### config.mk
export PLATFORM = sky130hd
export DESIGN_NAME = clk_ratio_timer
export DESIGN_NICKNAME = d
export VERILOG_FILES = /design/src/rtl/clk_ratio_timer.sv
export SDC_FILE = /design/constraint.sdc
export NUM_CORES = 1
export LEC_CHECK = 0
export ABC_AREA = 0
export BUFFER_PORTS_ARGS = -buffer_cell sky130_fd_sc_hd__buf_2
export CAP_MARGIN = 20
export CELL_PAD_IN_SITES_DETAIL_PLACEMENT = 0
export CELL_PAD_IN_SITES_GLOBAL_PLACEMENT = 1
export CORE_AREA = 2 2 193 195
export DETAILED_ROUTE_END_ITERATION = 16
export DIE_AREA = 0 0 195 197
export GPL_TIMING_DRIVEN = 0
export MAX_ROUTING_LAYER = met4
export PLACE_DENSITY_LB_ADDON = 0.12
export SLEW_MARGIN = 5
export SYNTH_ARGS = -nofsm -noshare
export SYNTH_HDL_FRONTEND = slang
export SYNTH_SLANG_ARGS = --single-unit
### constraint.sdc
create_clock -name clk -period 12.1 [get_ports clk]
set_input_delay 0 -clock clk [delete_from_list [all_inputs] [get_ports clk]]
set_output_delay 0 -clock clk [all_outputs]
set_load 0.05 [all_outputs]
### src/rtl/clk_ratio_timer.sv
module clk_ratio_timer #(
  parameter int RATIO_W = 20,
  parameter int UI_W    = 16,
  parameter int ABS_W   = 16,
  parameter int CNT_W   = 24,
  parameter int EDGES   = 256,
  parameter int TMO_CYC = 65535
) (
  input  logic               clk,
  input  logic               rst_n,
  input  logic               tx_tgl,
  input  logic               cal_start,
  output logic [RATIO_W-1:0] ratio,
  output logic               cal_done,
  output logic               clk_missing,
  input  logic               req_valid,
  input  logic [1:0]         req_mode,
  input  logic [UI_W-1:0]    req_ui,
  input  logic [ABS_W-1:0]   req_abs,
  output logic               busy,
  output logic               expire
);
  localparam int ECNT_W = $clog2(EDGES);
  localparam int GAP_W  = $clog2(TMO_CYC + 1);
  localparam int SHIFT  = ECNT_W + 3;
  localparam int PROD_W = UI_W + RATIO_W;
  localparam logic [PROD_W:0]  RND     = (PROD_W+1)'((1 << SHIFT) - 1);
  localparam logic [CNT_W-1:0] CNT_MAX = '1;

  typedef enum logic [1:0] {IDLE, ARM, MEAS} cal_st_t;

  logic [2:0]         sync_q;
  logic               tx_edge;
  cal_st_t            st;
  logic [RATIO_W-1:0] cyc, ratio_q;
  logic [ECNT_W-1:0]  ecnt;
  logic [GAP_W-1:0]   gap;
  logic               gap_out;

  assign tx_edge = sync_q[2] ^ sync_q[1];
  assign gap_out = (gap == GAP_W'(TMO_CYC - 1));
  assign ratio   = ratio_q;

  always_ff @(posedge clk or negedge rst_n) begin
    if (!rst_n) sync_q <= '0;
    else        sync_q <= {sync_q[1:0], tx_tgl};
  end

  always_ff @(posedge clk or negedge rst_n) begin
    if (!rst_n) begin
      st <= IDLE; cyc <= '0; ratio_q <= '0; ecnt <= '0; gap <= '0;
      cal_done <= 1'b0; clk_missing <= 1'b0;
    end else begin
      case (st)
        ARM: begin
          if (tx_edge) begin
            st <= MEAS; cyc <= '0; ecnt <= '0; gap <= '0;
          end else if (gap_out) begin
            st <= IDLE; clk_missing <= 1'b1;
          end else gap <= gap + 1'b1;
        end
        MEAS: begin
          cyc <= cyc + 1'b1;
          if (tx_edge) begin
            gap  <= '0;
            ecnt <= ecnt + 1'b1;
            if (ecnt == ECNT_W'(EDGES - 1)) begin
              ratio_q  <= cyc + 1'b1;
              cal_done <= 1'b1;
              st       <= IDLE;
            end
          end else if (gap_out) begin
            st <= IDLE; clk_missing <= 1'b1;
          end else gap <= gap + 1'b1;
        end
        default: ;
      endcase
      if (cal_start) begin
        st <= ARM; gap <= '0; cal_done <= 1'b0; clk_missing <= 1'b0;
      end
    end
  end

  logic [PROD_W-1:0] ui_prod;
  logic [PROD_W:0]   ui_round, ui_cyc;
  logic [CNT_W-1:0]  ui_sat, abs_ext, sum_sat, target;
  logic [CNT_W:0]    sum_full;
  logic [CNT_W-1:0]  tcnt;

  assign ui_prod  = PROD_W'(req_ui) * PROD_W'(ratio_q);
  assign ui_round = {1'b0, ui_prod} + RND;
  assign ui_cyc   = ui_round >> SHIFT;
  assign ui_sat   = (ui_cyc > {{(PROD_W+1-CNT_W){1'b0}}, CNT_MAX}) ? CNT_MAX : ui_cyc[CNT_W-1:0];
  assign abs_ext  = CNT_W'(req_abs);
  assign sum_full = {1'b0, ui_sat} + {1'b0, abs_ext};
  assign sum_sat  = sum_full[CNT_W] ? CNT_MAX : sum_full[CNT_W-1:0];

  always_comb begin
    case (req_mode)
      2'd0:    target = ui_sat;
      2'd1:    target = abs_ext;
      default: target = sum_sat;
    endcase
    if (target == '0) target = CNT_W'(1);
  end

  always_ff @(posedge clk or negedge rst_n) begin
    if (!rst_n) begin
      busy <= 1'b0; expire <= 1'b0; tcnt <= '0;
    end else begin
      expire <= 1'b0;
      if (busy) begin
        if (tcnt == CNT_W'(1)) begin
          busy <= 1'b0; expire <= 1'b1;
        end else tcnt <= tcnt - 1'b1;
      end else if (req_valid) begin
        busy <= 1'b1; tcnt <= target;
      end
    end
  end
endmodule

==> results.toml <==
[status]
status = "completed"

[drt]
antenna_left = 0
routed_wl_um = 51400
drtIter0Drc = 899
num_vias = 15100
avgRoutedWirePerCell_um = 19.0
drtPass1Iterations = 5
viasPerCell = 5.56
route.detailed.drc = 0

[clocking]
h-tree-depth = 3
clock-root-buffer = "clkbuf_16"
cts.sink_count = 97
clock_path_buffers = 2
clkLatencyLatePin_ps = 380
numCtsBuffers = 9
cts_tree = "built"
clk_pin_slew_ps = 80

[worst_setup_path]
reg2reg_from = "ratio[4]"
required_ps = 12410
cp_common_cell = "fa_1"
r2r-end = "tcnt[0]"
crit_type = "reg2reg"
cpPeakStageDelay_ps = 600
crit_fanout = 19
startpoint_type = "flip-flop"
worst-r2r-cell-count = 37
end_kind = "flip-flop"
critPathArrivalTime_ps = 11630
critPathSlowestCell = "dfrtp_1"
rrSetupSlack_ps = 780

[synth]
synth_top_area_cell = "fa_1"
synthArstFlopShare_pct = 100
yosysTopAreaCellShare_pct = 29.2
ys_warn_count = 0
ys_types = 74
ys.flop_type = "dfrtp_1"
synth_nets = 2617
synth_seq_cells = 97
syn_inst = 2177
syn_area_per_cell_sq_um = 8.23
synth_area_sq_um = 17900
synth_edf_count = 0
synthTopCellsByArea = "fa_1, dfrtp_1, ha_1"
synth_seq_area_share_pct = 13.5

[timing]
fin_hold_ws_ps = 29.4
tightest_slew_ps = 850
relSlewSlack_pct = 43.4
setup_ws_ps = 784
maxSlewViolCount = 0
rsz0062_at_grt = "no"
max_freq_mhz = 88.4
hold_violations = 0
setup_viol = 0
fin_crit_sh_pct = 93.5
min_period_ps = 11320
skew_ps = 15.4

[power_and_ir_drop]
p_per_area_nw_per_um2 = 45.5
peakVddDrop_v = 0.0000940
p_total_uw = 870
leakagePower_nw = 9.42

[global_routing]
antenna_found_initial = 1
grt_pass1_wl_um = 85000
grtUsageTotal_pct = 29.2
grt_pass1_vias = 15300
grt_overflow = 0
grt_start_max_net_pins = 59

[floorplanning]
start_util_pct = 49.4
die_x_um = 195
fp.coreArea_sq_um = 36300
row_count = 70
dieArea_sq_um = 38400
die_h_um = 197
ioPinCount = 63

[hold_path]
hold_path_depth = 2
min_to = "clk_missing"
worstHoldStart = "cal_start"
hp-class = "in2reg"

[place]
pre_cts_ws_ps = -608
dp_hpwl_um = 42600
placed_area_sq_um = 18800
gp_congestion = 0.919
portBuffers = 46

[run]
maxCapViolations = 0

[layout]
area.growth.synth_to_final_pct = 6.88
layout-drive-gt1-share_pct = 5.54
nNetsFinal = 2675
fill_cells = 3615
design_area_sq_um = 19100
-- layout make-up --
cell class	instances	area, sq um	area share (%)
multi-input combinational	1621	13800	72.0
sequential	97	2440	12.7
tap	468	586	3.06
buffer	110	452	2.36
clock buffer	10	229	1.20
inverter	346	1300	6.78
clock inverter	6	73.8	0.386
timing repair buffer	50	285	1.49
antenna	2	5.00	0.0261
-- sequential cells by signal, indices dropped and copies added (netlist names) --
name and flops:
busy 1, cal_done 1, clk_missing 1, cyc 20, ecnt 8, expire 1
gap 16, ratio 20, st 2, sync_q 3, tcnt 24
-- stage by stage --
step	std cells	TNS, ps	utilization [%]
after floorplan	2177	0	-
after global placement	2691	-1140	51.7
after detailed placement	2693	-1940	51.8
after CTS	2711	0	52.7
after global routing	2708	0	52.8
final	2710	0	52.8
-- critical path, delay by kind of cell (launching register included) --
family	cells	cell delay (ps)
AND/OR/NAND/NOR	8	1500
buffers and inverters	8	1410
flip-flops	1	600
XOR/XNOR	1	210
adder cells (fa/ha/maj)	9	4160
AO/OA/AOI/OAI	11	3320
-- layout by cell type, fill, tap and decap left out, types with 14 or more instances in the layout --
cell      synthesis  routed
xor2_1           37      37
nor2b_1          14      14
clkbuf_1        105      83
ha_1            140     140
a21o_1           16      16
nand4_1          17      17
nand2_1         361     361
fa_1            261     261
and2_1          142     142
clkbuf_2          0      16
nor2_1           87      87
nor3_1           26      26
xnor2_1          26      26
nand3_1          44      44
inv_1           343     343
o21ai_0         107     107
and3_1           18      18
dfrtp_1          97      89
buf_2             7      55
a21oi_1          96      96
-- power by group --
part	leakage (nW)	total, mW	switching [mW]	internal (mW)
combinational	8.00	0.183	0.124	0.0593
sequential	1.28	0.383	0.0302	0.353
clock	0.142	0.304	0.141	0.163
-- cell families (layout without fill, tap and decap cells) --
family	after synthesis	count (layout)	synth area share [%]
other	0	2	0
buffers and inverters	459	522	9.67
adder cells (fa/ha/maj)	401	401	38.9
multiplexers	19	19	1.12
flip-flops	97	97	13.5
XOR/XNOR	63	63	3.08
AND/OR/NAND/NOR	767	767	20.3
AO/OA/AOI/OAI	371	371	13.4
-- how the worst max path moves through the flow --
stage | from | slack (ps) | endpoint | depth (start not counted)
floorplan | ratio[16] | 1790 | tcnt[0] | 39
global placement | ratio[0] | -520 | tcnt[0] | 36
detailed placement | ratio[0] | -610 | tcnt[0] | 36
CTS | ratio[15] | 10 | tcnt[0] | 38
global route | ratio[0] | 90 | tcnt[0] | 37
finish | ratio[4] | 780 | tcnt[0] | 37
-- routing by layer --
metal | global-route usage (%) | vias up | share of wire [%]
met2 | 47.4 | 387 | 48
met4 | 5.99 | 0 | 1.7
met3 | 3.90 | 50 | 5.2
met5 | - | - | 0
met1 | 39.3 | 7511 | 45
li1 | - | 7116 | -
-- what timing repair did --
item,in CTS,in global routing
setup buffers,0,0
setup endpoints to repair,11,18
endpoints found under the hold margin,40,0
resized for setup,7,49
hold buffers,2,0
-- cell usage after synthesis (7+ instances only) --
master,n
o21bai_1,8
o21ai_0,107
nand4_1,17
o22ai_1,13
a21oi_1,96
inv_1,343
mux2_2,8
fa_1,261
nor4_1,13
a211oi_1,7
and2_1,142
nor3_1,26
o21a_1,11
o31ai_1,13
ha_1,140
o21ai_1,8
a22o_1,7
buf_2,7
a221o_1,8
nor2_1,87
nor2b_1,14
or3_1,10
nand2b_1,10
and3_1,18
a31oi_1,13
clkbuf_1,105
xnor2_1,26
nand3_1,44
nand2_1,361
dfrtp_1,97
mux2i_1,11
a21o_1,16
xor2_1,37
No activity file was read; power rests on OpenSTA's default activity.
